### src/rtl/pfd_pkg.sv
package pfd_pkg;
  localparam int NUM_PINS = 3;
  localparam int WORD_W   = 16;
  localparam int IE_POS   = 8;

  typedef enum logic [1:0] {
    MODE_EDGE  = 2'b00,
    MODE_LVL_A = 2'b01,
    MODE_LVL_B = 2'b10,
    MODE_LVL_C = 2'b11
  } pfd_mode_e;

  function automatic int flag_pos(input int idx);
    case (idx)
      0:       return 12;
      1:       return 13;
      default: return 15;
    endcase
  endfunction

  function automatic int mode_pos(input int idx);
    case (idx)
      0:       return 0;
      1:       return 2;
      default: return 6;
    endcase
  endfunction
endpackage

### src/rtl/pfd_prescaler.sv
module pfd_prescaler #(
  parameter int DIV_A = 8,
  parameter int DIV_B = 16,
  parameter int DIV_C = 128
) (
  input  logic       clk,
  input  logic       rst_n,
  output logic [2:0] tick_lvl
);
  localparam int CW = $clog2(DIV_C);
  localparam int AW = $clog2(DIV_A);
  localparam int BW = $clog2(DIV_B);

  logic [CW-1:0] cnt_q;

  always_ff @(posedge clk or negedge rst_n) begin
    if (!rst_n) cnt_q <= '0;
    else        cnt_q <= cnt_q + 1'b1;
  end

  always_comb begin
    tick_lvl[0] = &cnt_q[AW-1:0];
    tick_lvl[1] = &cnt_q[BW-1:0];
    tick_lvl[2] = &cnt_q;
  end
endmodule

### src/rtl/pfd_channel.sv
module pfd_channel
  import pfd_pkg::*;
#(
  parameter int LOW_RUN = 16
) (
  input  logic       clk,
  input  logic       rst_n,
  input  logic       pin_n,
  input  logic [1:0] mode,
  input  logic [2:0] tick_lvl,
  input  logic       rd_hit,
  input  logic       wr_hit,
  input  logic       wr_val,
  output logic       flag
);
  localparam int RW = $clog2(LOW_RUN + 1);

  logic          sync1_q, sync2_q, prev_q;
  logic [RW-1:0] run_q;
  logic          hi_seen_q, armed_q, flag_q;
  logic          edge_mode, smp, fall, lvl_hit, detect, clr_ok;

  always_comb begin
    edge_mode = (pfd_mode_e'(mode) == MODE_EDGE);
    case (pfd_mode_e'(mode))
      MODE_LVL_A: smp = tick_lvl[0];
      MODE_LVL_B: smp = tick_lvl[1];
      MODE_LVL_C: smp = tick_lvl[2];
      default:    smp = 1'b0;
    endcase
    fall    = prev_q & ~sync2_q;
    lvl_hit = smp & ~sync2_q & (run_q == RW'(LOW_RUN - 1));
    detect  = edge_mode ? fall : lvl_hit;
    clr_ok  = wr_hit & ~wr_val & armed_q & (edge_mode | hi_seen_q);
  end

  always_ff @(posedge clk or negedge rst_n) begin
    if (!rst_n) begin
      sync1_q   <= 1'b1;
      sync2_q   <= 1'b1;
      prev_q    <= 1'b1;
      run_q     <= '0;
      hi_seen_q <= 1'b0;
      armed_q   <= 1'b0;
      flag_q    <= 1'b0;
    end else begin
      sync1_q <= pin_n;
      sync2_q <= sync1_q;
      prev_q  <= sync2_q;
      if (smp) begin
        if (sync2_q)                      run_q <= '0;
        else if (run_q != RW'(LOW_RUN))   run_q <= run_q + 1'b1;
      end
      if (detect)             hi_seen_q <= 1'b0;
      else if (smp & sync2_q) hi_seen_q <= 1'b1;
      if (rd_hit & flag_q)    armed_q <= 1'b1;
      else if (wr_hit)        armed_q <= 1'b0;
      if (detect)             flag_q <= 1'b1;
      else if (clr_ok)        flag_q <= 1'b0;
    end
  end

  assign flag = flag_q;
endmodule

### src/rtl/pfd_guard.sv
module pfd_guard
  import pfd_pkg::*;
#(
  parameter int DIV_A   = 8,
  parameter int DIV_B   = 16,
  parameter int DIV_C   = 128,
  parameter int LOW_RUN = 16
) (
  input  logic                clk,
  input  logic                rst_n,
  input  logic [NUM_PINS-1:0] pin_n,
  input  logic                reg_en,
  input  logic                reg_we,
  input  logic [WORD_W-1:0]   reg_wdata,
  output logic [WORD_W-1:0]   reg_rdata,
  output logic [NUM_PINS-1:0] flag,
  output logic                irq,
  output logic                hiz_req
);
  localparam int MW = 2 * NUM_PINS;

  logic              wr_hit, rd_hit;
  logic              ie_q, mode_lock_q;
  logic [MW-1:0]     mode_q, mode_wr;
  logic [WORD_W-1:0] rd_word, rdata_q;
  logic [2:0]        tick_lvl;

  assign wr_hit = reg_en & reg_we;
  assign rd_hit = reg_en & ~reg_we;

  pfd_prescaler #(.DIV_A(DIV_A), .DIV_B(DIV_B), .DIV_C(DIV_C)) presc_i (
    .clk(clk), .rst_n(rst_n), .tick_lvl(tick_lvl)
  );

  for (genvar g = 0; g < NUM_PINS; g++) begin : g_ch
    pfd_channel #(.LOW_RUN(LOW_RUN)) ch_i (
      .clk(clk), .rst_n(rst_n), .pin_n(pin_n[g]),
      .mode(mode_q[2*g +: 2]), .tick_lvl(tick_lvl),
      .rd_hit(rd_hit), .wr_hit(wr_hit),
      .wr_val(reg_wdata[flag_pos(g)]), .flag(flag[g])
    );
  end

  always_comb begin
    rd_word = '0;
    mode_wr = '0;
    for (int i = 0; i < NUM_PINS; i++) begin
      rd_word[flag_pos(i)]      = flag[i];
      rd_word[mode_pos(i) +: 2] = mode_q[2*i +: 2];
      mode_wr[2*i +: 2]         = reg_wdata[mode_pos(i) +: 2];
    end
    rd_word[IE_POS] = ie_q;
  end

  always_ff @(posedge clk or negedge rst_n) begin
    if (!rst_n) begin
      ie_q        <= 1'b0;
      mode_q      <= '0;
      mode_lock_q <= 1'b0;
      rdata_q     <= '0;
    end else begin
      if (wr_hit) begin
        ie_q <= reg_wdata[IE_POS];
        if (!mode_lock_q) begin
          mode_q      <= mode_wr;
          mode_lock_q <= 1'b1;
        end
      end
      if (rd_hit) rdata_q <= rd_word;
    end
  end

  assign reg_rdata = rdata_q;
  assign hiz_req   = |flag;
  assign irq       = ie_q & hiz_req;
endmodule

### config.mk
export PLATFORM = sky130hd
export DESIGN_NAME = pfd_guard
export DESIGN_NICKNAME = d
export VERILOG_FILES = /design/src/rtl/pfd_pkg.sv /design/src/rtl/pfd_prescaler.sv /design/src/rtl/pfd_channel.sv /design/src/rtl/pfd_guard.sv
export SDC_FILE = /design/constraint.sdc
export NUM_CORES = 1
export LEC_CHECK = 0
export ABC_CLOCK_PERIOD_IN_PS = 4600
export BUFFER_PORTS_ARGS = -buffer_cell sky130_fd_sc_hd__buf_2
export CAP_MARGIN = 20
export CELL_PAD_IN_SITES_DETAIL_PLACEMENT = 0
export CELL_PAD_IN_SITES_GLOBAL_PLACEMENT = 1
export CORE_MARGIN = 1
export CORE_UTILIZATION = 33
export CTS_CLUSTER_DIAMETER = 120
export CTS_CLUSTER_SIZE = 12
export DETAILED_ROUTE_END_ITERATION = 8
export PLACE_DENSITY = 0.7
export SYNTH_ARGS = -nofsm -noshare
export SYNTH_HDL_FRONTEND = slang
export SYNTH_SLANG_ARGS = --single-unit
### constraint.sdc
create_clock -name clk -period 4.6 [get_ports clk]
set_input_delay 0.23 -clock clk [delete_from_list [all_inputs] [get_ports clk]]
set_output_delay 0.23 -clock clk [all_outputs]
set_load 0.01 [all_outputs]
==> results of run 1 <==
==> per-layer routing <==
| layer | GRT usage (%) | vias to the layer above |
|---|---|---|
| met5 | 0 | - |
| met4 | 4.67 | 0 |
| met3 | 4.35 | 9 |
| met2 | 19.9 | 30 |
| met1 | 16.4 | 892 |
| li1 | - | 916 |
==> metrics by stage <==
stage / instance area (um^2) / setup slack (ns) / total power, mW / utilization (%)
finish: 3290 / 2.63 / 1.47 / 39.8
global route: 3290 / 2.54 / 1.57 / 39.8
CTS: 3290 / 2.62 / 1.50 / 39.8
detailed placement: 3030 / 2.63 / 0.955 / 36.7
global placement: 3030 / 2.67 / 0.945 / 36.7
floorplan: 2850 / 2.84 / 0.869 / -
==> sequential cells by signal (all words and copies together), names as in the netlist <==
name and flops:
g_ch.ch_i.flag 3, g_ch.ch_i.run_q 15, presc_i.cnt_q 7, reg_rdata 10
ie_q 1, g_ch.ch_i.sync1_q 3, mode_q 6, g_ch.ch_i.armed_q 3
mode_lock_q 1, g_ch.ch_i.sync2_q 3, g_ch.ch_i.prev_q 3, g_ch.ch_i.hi_seen_q 3
==> worst max path at each step <==
| stage | start | to | slack (ns) | cells after the start |
|---|---|---|---|---|
| finish | presc_i.cnt_q[0]$_DFF_PN0_ | g_ch[1].ch_i.run_q[0]$_DFFE_PN0P_ | 2.63 | 5 |
| global route | presc_i.cnt_q[0]$_DFF_PN0_ | g_ch[1].ch_i.run_q[0]$_DFFE_PN0P_ | 2.54 | 5 |
| CTS | presc_i.cnt_q[0]$_DFF_PN0_ | g_ch[1].ch_i.run_q[4]$_DFFE_PN0P_ | 2.62 | 5 |
| detailed placement | presc_i.cnt_q[0]$_DFF_PN0_ | g_ch[1].ch_i.run_q[0]$_DFFE_PN0P_ | 2.63 | 5 |
| global placement | presc_i.cnt_q[0]$_DFF_PN0_ | g_ch[1].ch_i.run_q[0]$_DFFE_PN0P_ | 2.67 | 5 |
| floorplan | presc_i.cnt_q[0]$_DFF_PN0_ | g_ch[1].ch_i.run_q[0]$_DFFE_PN0P_ | 2.84 | 5 |
==> what timing repair did <==
item / CTS / global route
endpoints found under the setup margin: 0 / 0
hold endpoints to repair: 3 / 0
hold buffers: 3 / 0
==> synthesized netlist by cell type, types with 2 or more instances <==
| master | instances | area share, % |
|---|---|---|
| o22ai_1 | 2 | 0.44 |
| a211o_1 | 2 | 0.62 |
| dfstp_2 | 9 | 8.4 |
| nand2_1 | 8 | 1.1 |
| and3b_1 | 4 | 1.2 |
| mux2i_1 | 3 | 1.1 |
| mux2_4 | 4 | 2.1 |
| nor3b_1 | 2 | 0.53 |
| nor2_1 | 19 | 2.5 |
| a31oi_1 | 2 | 0.44 |
| and3_1 | 5 | 1.1 |
| buf_4 | 10 | 2.7 |
| a21oi_4 | 2 | 1.2 |
| buf_2 | 2 | 0.35 |
| o21ai_0 | 3 | 0.53 |
| o2bb2ai_1 | 2 | 0.62 |
| o21a_1 | 6 | 1.6 |
| nand4_1 | 5 | 1.1 |
| a211oi_1 | 3 | 0.80 |
| o41ai_1 | 3 | 0.93 |
| nand3b_1 | 2 | 0.53 |
| xor2_1 | 2 | 0.62 |
| o21bai_1 | 2 | 0.53 |
| nand3_1 | 8 | 1.4 |
| xnor2_1 | 2 | 0.62 |
| mux2_2 | 18 | 7.2 |
| inv_1 | 15 | 2.0 |
| nand2b_1 | 8 | 1.8 |
| clkbuf_1 | 3 | 0.40 |
| a21oi_1 | 10 | 1.8 |
| dfrtp_1 | 49 | 43 |
| ha_1 | 11 | 4.9 |
==> power breakdown <==
group          internal [mW]  switching [mW]
clock network          0.309           0.217
logic                  0.132           0.114
registers              0.604          0.0920
==> cells by family after synthesis <==
| group | synth area share (%) |
|---|---|
| multiplexers | 10.4 |
| flip-flops | 51.7 |
| adder cells (fa/ha/maj) | 4.87 |
| AND/OR/NAND/NOR | 13.3 |
| AO/OA/AOI/OAI | 12.5 |
| XOR/XNOR | 1.24 |
| other | 0.133 |
| buffers and inverters | 5.80 |
==> critical path, cell delays in order, from the launching register on <==
cell and delay, ns:
dfrtp_1 0.40, ha_1 0.27, ha_1 0.31, and3b_1 0.29, o32ai_2 0.26, mux2_4 0.33
==> cell type report <==
class	count	area [um^2]	area share, %
inverters	15	56.3	1.71
repair buffers	35	193	5.86
flip-flops and latches	58	1460	44.5
clock buffers	9	124	3.77
well taps	105	131	4.00
clock inverters	7	103	3.12
multi-input cells	159	1220	37.1
==> impl_summary.txt, run 1 <==
----------------------------------------------------
[Status]
  Run status ... completed

[Timing]
  Hold WS ... slightly below 0.04 ns
  Hold Fails Final Rpt ... 0
  Setup TNS Final ... 0 ns
  Setup repair after global routing missed its margin ... false
  Least-Margin Pin Slew ... around 0.74 ns
  Worst-case headroom to the max-slew limit ... about half
  Slew Viols, Final ... 0
  Final setup violation count ... 0
  Clock skew after layout ... around 0.0088 ns
  Fmax ... 509 MHz
  Portion of the clock cycle consumed by the worst path in the final layout ... 42.7%
  Clock period minus final worst setup slack ... between 1.5 and 2 ns

[Synthesis]
  Flops & latches, synth ... 58
  Number of enable flip-flop cells after synthesis ... 0
  Async SR Flop Fraction ... between 90% and 100%
  Count of cell types in the netlist ... about 50
  Flip-flop cell with the highest count after synthesis ... dfrtp_1
  Sequential cell area fraction in the yosys report ... between 50% and 60%
  Cell Area, Synth ... 2830 um^2
  Number of standard cells after synthesis ... 243
  Ys Warns ... 0
  Mapped Avg Cell Area ... approximately 12 um^2

[Drt]
  Aggregate routed wire length ... a little over 5 mm
  TritonRoute pass-1 iters ... 4
  Wire length on met2 ... 2.34 mm
  Metal3 WL ... about 170 um
  Remaining design rule violation count ... 0
  Number of vias per cell ... 4.76
  Average wire per cell in the routed design ... roughly 13 um
  ANT nets after route ... 0
  Top routing layer used ... met4
  Sum of routed wire segments on met1 ... about 2.4 mm
  Violation count after the first detailed-route iteration ... between 40 and 50
  Total number of vias ... ~1800

[Placed design]
  Hpwl dp ... 3.49 mm
  Post-Place Cells ... around 370
  Routability cong. ... roughly 0.77
  Count of input and output buffers ... 31

[GRT]
  Gr ovfl total ... 0
  Largest net degree at the start of global routing ... 59
  Wire length of the first global-routing pass ... 8.60 mm
  GRT Total Usage ... between 10% and 20%
  Number of antenna violations at the first check in global routing ... 0
  Vias in the first global route ... approximately 1800

[Clock tree]
  Postcts setup bufs ... 0
  Clock tree from TritonCTS ... built
  Clock Pin Slew Worst Setup and Hold Paths ... 0.07 ns
  Clock latency at the later pin of the worst-skew pair ... 0.34 ns
  Quantity of gates resized following cts ... 0
  Num CTS Buffers ... 9
  Maximum level of the CTS H-tree ... 3
  Master cell of the clock root buffer ... clkbuf_8
  Maximum buffer depth of the clock tree ... 2
  Clk sink count ... 58

[Finish]
  Most common cell after layout, fill and taps aside ... dfrtp_1
  Antenna cell count ... 0
  Layout cell share with drive strength beyond 1 ... between 30% and 40%
  Post-synthesis to final-layout area growth ... 16.3%
  Most frequent cells in the layout ... dfrtp_1, buf_2, nor2_1
  Filler cells ... ~820
  Final Instance Count excl. Fillers ... between 300 and 400
  Final-stage net count ... around 310

[Setup path]
  Category of the critical setup timing path ... register to register
  Crit. End Element ... register
  Critical Path RT ... ~4.8 ns
  Crit path launch type ... register
  Data arrival time at the worst-slack endpoint ... 2.19 ns
  Path depth of the worst reg2reg path ... 5
  Endpoint of the most critical register-to-register path ... g_ch[1].ch_i.run_q[0]$_DFFE_PN0P_
  Maximum fanout along the worst path ... 7
  R2R Setup Slk ... between 2 and 3 ns
  Startpoint of the worst-slack reg-to-reg timing path ... presc_i.cnt_q[0]$_DFF_PN0_

[Power]
  Leakage component of the power ... 1.49 nW
  Total power per unit cell area ... between 400 and 500 nW/um^2
  VDD IR-drop max ... 0.000158 V

[Job]
  Max cap viols ... 0

[Floorplan]
  Die X ... 94.5 um
  Die Area ... approximately 9000 um^2
  Number of placed I/O pins ... 44
  Row cnt ... 33
  Chip Height ... around 95 um
  Initial Utilization ... between 30% and 40%
  Area of the core ... around 8300 um^2

[Hold path]
  Worst Hold Class ... input port to async pin

----------------------------------------------------
(Power assumes the default switching activity.)
==> run 2: changes to the inputs <==
--- a/config.mk
+++ b/config.mk
@@ -5,7 +5,7 @@
 export SDC_FILE = /design/constraint.sdc
 export NUM_CORES = 1
 export LEC_CHECK = 0
-export ABC_CLOCK_PERIOD_IN_PS = 4600
+export ABC_CLOCK_PERIOD_IN_PS = 1600
 export BUFFER_PORTS_ARGS = -buffer_cell sky130_fd_sc_hd__buf_2
 export CAP_MARGIN = 20
 export CELL_PAD_IN_SITES_DETAIL_PLACEMENT = 0
@@ -15,7 +15,7 @@
 export CTS_CLUSTER_DIAMETER = 120
 export CTS_CLUSTER_SIZE = 12
 export DETAILED_ROUTE_END_ITERATION = 8
-export PLACE_DENSITY = 0.7
+export PLACE_DENSITY = 0.73
 export SYNTH_ARGS = -nofsm -noshare
 export SYNTH_HDL_FRONTEND = slang
 export SYNTH_SLANG_ARGS = --single-unit
==> constraint.sdc (replaced) <==
create_clock -name clk -period 1.6 [get_ports clk]
set_input_delay 0.08 -clock clk [delete_from_list [all_inputs] [get_ports clk]]
set_output_delay 0.08 -clock clk [all_outputs]
set_load 0.01 [all_outputs]
==> impl_summary.txt, run 2 (synthesis gave the netlist of run 1 again) <==
----------------------------------------------------
[Clock tree]
  Clock Pin Slew Worst Setup and Hold Paths ... 0.07 ns (about the same)
  Master cell of the clock root buffer ... clkbuf_8 (unchanged)
  Clock tree from TritonCTS ... built (unchanged)
  Clk sink count ... 58 (unchanged)
  Maximum level of the CTS H-tree ... 3 (unchanged)
  Clock latency at the later pin of the worst-skew pair ... 0.33 ns (was 0.34 ns)
  Num CTS Buffers ... 9 (unchanged)
  Maximum buffer depth of the clock tree ... 2 (unchanged)

[Power]
  Total power per unit cell area ... 1180 nW/um^2 (was 447 nW/um^2)
  VDD IR-drop max ... 0.000498 V (was 0.000158 V)
  Leakage component of the power ... 1.68 nW (was 1.49 nW)

[GRT]
  Number of antenna violations at the first check in global routing ... 0 (unchanged)
  Met1 usage ... 17.9% (was 16.4%)
  Vias in the first global route ... 1970 (was 1808)
  Gr ovfl total ... 0 (unchanged)
  GRT Total Usage ... 13.8% (was 12.8%)
  Global-route layer with the greatest usage ... met2 (unchanged)
  Largest net degree at the start of global routing ... 59 (unchanged)
  Wire length of the first global-routing pass ... 9.31 mm (was 8.60 mm)
  Met3 Usage GRT ... 3.62% (was 4.35%)
  Met2 Track Usage GR ... 21.4% (was 19.9%)

[Finish]
  Multi-input logic area ... 1290 um^2 (was 1220 um^2)
  Flip-flop count of the largest register, all copies and words added ... 15 (unchanged)
  Register with the most flip-flops ... g_ch.ch_i.run_q (unchanged)
  Final Instance Count excl. Fillers ... 428 (was 388)
  Core Util, Final ... 44.8% (was 39.8%)
  Footprint of the flip-flops and latches ... 1460 um^2 (unchanged)
  Antenna cell count ... 0 (unchanged)
  Post-synthesis to final-layout area growth ... 30.9% (was 16.3%)
  Final-stage net count ... 352 (was 312)
  Most frequent cells in the layout ... dfrtp_1, buf_2, buf_4 (was dfrtp_1, buf_2, nor2_1)
  Most common cell after layout, fill and taps aside ... dfrtp_1 (unchanged)
  Layout cell share with drive strength beyond 1 ... 39.6% (was 31.1%)
  Filler cells ... 788 (was 824)

[Floorplan]
  Initial Utilization ... 34.2% (unchanged)
  Die X ... 94.5 um (unchanged)
  Die Area ... 8940 um^2 (unchanged)
  Number of placed I/O pins ... 44 (unchanged)
  Chip Height ... 94.5 um (unchanged)
  Area of the core ... 8260 um^2 (unchanged)
  Row cnt ... 33 (unchanged)

[Drt]
  Aggregate routed wire length ... 5.47 mm (was 5.04 mm)
  Number of vias per cell ... 4.75 (was 4.76)
  TritonRoute pass-1 iters ... 4 (unchanged)
  Violation count after the first detailed-route iteration ... 67 (was 48)
  Remaining design rule violation count ... 0 (unchanged)
  ANT nets after route ... 0 (unchanged)
  Average wire per cell in the routed design ... 12.8 um (was 13.0 um)
  Total number of vias ... 2032 (was 1847)

[Timing]
  Clock period minus final worst setup slack ... 1.63 ns (was 1.97 ns)
  Slew Viols, Final ... 0 (unchanged)
  Hold WS ... 0.0211 ns (was 0.0395 ns)
  Least-Margin Pin Slew ... 0.507 ns (was 0.742 ns)
  Setup repair after global routing missed its margin ... true (was false)
  Worst-case headroom to the max-slew limit ... 66.2% (was 50.5%)
  Clock skew after layout ... 0.00660 ns (was 0.00885 ns)
  Final setup violation count ... 5 (was 0)
  Portion of the clock cycle consumed by the worst path in the final layout ... 102% (was 42.7%)
  Fmax ... 615 MHz (was 509 MHz)
  Hold Fails Final Rpt ... 0 (unchanged)
  Worst-case setup margin in the final layout ... -0.0267 ns (was 2.63 ns)

[Setup path]
  CP dominant cell by count ... ha_4 (was ha_1)
  Largest stage delay on the critical path ... 0.41 ns (was 0.40 ns)
  Category of the critical setup timing path ... register to register (unchanged)
  Data arrival time at the worst-slack endpoint ... 1.84 ns (was 2.19 ns)
  Critical Path RT ... 1.82 ns (was 4.82 ns)
  Cell-by-cell listing of the critical path ... ha_4 > ha_4 > and3b_2 > o22ai_4 > mux2_4 (was ha_1 > ha_1 > and3b_1 > o32ai_2 > mux2_4)
  Crit path launch type ... register (unchanged)
  Worst path slowest cell ... dfrtp_1 (unchanged)
  Maximum fanout along the worst path ... 5 (was 7)
  Crit. End Element ... register (unchanged)

[Placed design]
  Hpwl dp ... 3.68 mm (was 3.49 mm)
  Count of input and output buffers ... 31 (unchanged)
  Post-Place Cells ... 392 (was 369)
  Routability cong. ... 0.785 (was 0.775)

[Hold path]
  Worst Hold Class ... input port to register (was input port to async pin)

[Status]
  Failing checks ... negative setup slack
  Run status ... complete, but fails checks (was completed)

[Job]
  Max cap viols ... 0 (unchanged)

----------------------------------------------------
[run 2: area by class of cell]
cell class	count	area share, %
Multi-Input combinational cell	159	34.9
Tap cell	105	3.55
Inverter	15	1.52
Clock buffer	9	3.35
Timing Repair Buffer	75	14.6
Sequential cell	58	39.5
Clock inverter	7	2.54
[run 2: worst paths after layout]
| check | startpoint | to | slack (ns) | cells past startpoint |
|---|---|---|---|---|
| min reg2reg | g_ch[0].ch_i.sync1_q$_DFF_PN1_ | g_ch[0].ch_i.sync2_q$_DFF_PN1_ | 0.35 | 0 |
| max in group asynchronous | rst_n | g_ch[2].ch_i.prev_q$_DFF_PN1_ | 1.01 | 3 |
| min in group asynchronous | rst_n | reg_rdata[3]$_DFFE_PN0P_ | 0.26 | 3 |
| max reg2reg | presc_i.cnt_q[1]$_DFF_PN0_ | g_ch[2].ch_i.run_q[4]$_DFFE_PN0P_ | -0.03 | 5 |
| min | reg_en | g_ch[0].ch_i.armed_q$_DFFE_PN0P_ | 0.02 | 2 |
| max | presc_i.cnt_q[1]$_DFF_PN0_ | g_ch[2].ch_i.run_q[4]$_DFFE_PN0P_ | -0.03 | 5 |
[run 2: worst max-delay path, delay by kind of cell, from the launching register on]
| family | cells | cell delay, ns |
|---|---|---|
| muxes | 1 | 0.32 |
| AOI/OAI and AO/OA | 1 | 0.22 |
| adders and majority gates | 2 | 0.35 |
| and+or+nand+nor | 1 | 0.22 |
| DFF | 1 | 0.41 |
[run 2: power breakdown]
group	total [mW]	switching [mW]	internal, mW
clock network	1.49	0.618	0.873
logic	0.942	0.433	0.509
registers	1.94	0.203	1.74
[run 2: routing by layer]
layer  wire length (um)  up-vias
met5                  0        -
met1               2670      998
met4                108        0
met3                171        9
met2               2510       35
li1                   -      990
[run 2: stage by stage]
step	setup TNS, ns	worst slack [ns]	total power, mW	instance area (um^2)
2_1_floorplan	-0.0772	-0.0386	2.50	2880
3_3_place_gp	-0.0824	-0.0412	2.83	3250
3_5_place_dp	-0.198	-0.0657	2.86	3250
4_1_cts	-0.0896	-0.0238	4.42	3650
5_1_grt	-0.695	-0.0800	4.66	3700
6_report	-0.0803	-0.0267	4.37	3700
[run 2: repair_timing]
item,in CTS,in global routing
buffers inserted,3,2
gates cloned,0,0
resized for setup,1,12
hold buffers,15,0
pin swaps,2,9
setup endpoints to repair,7,20
hold endpoints to repair,65,0
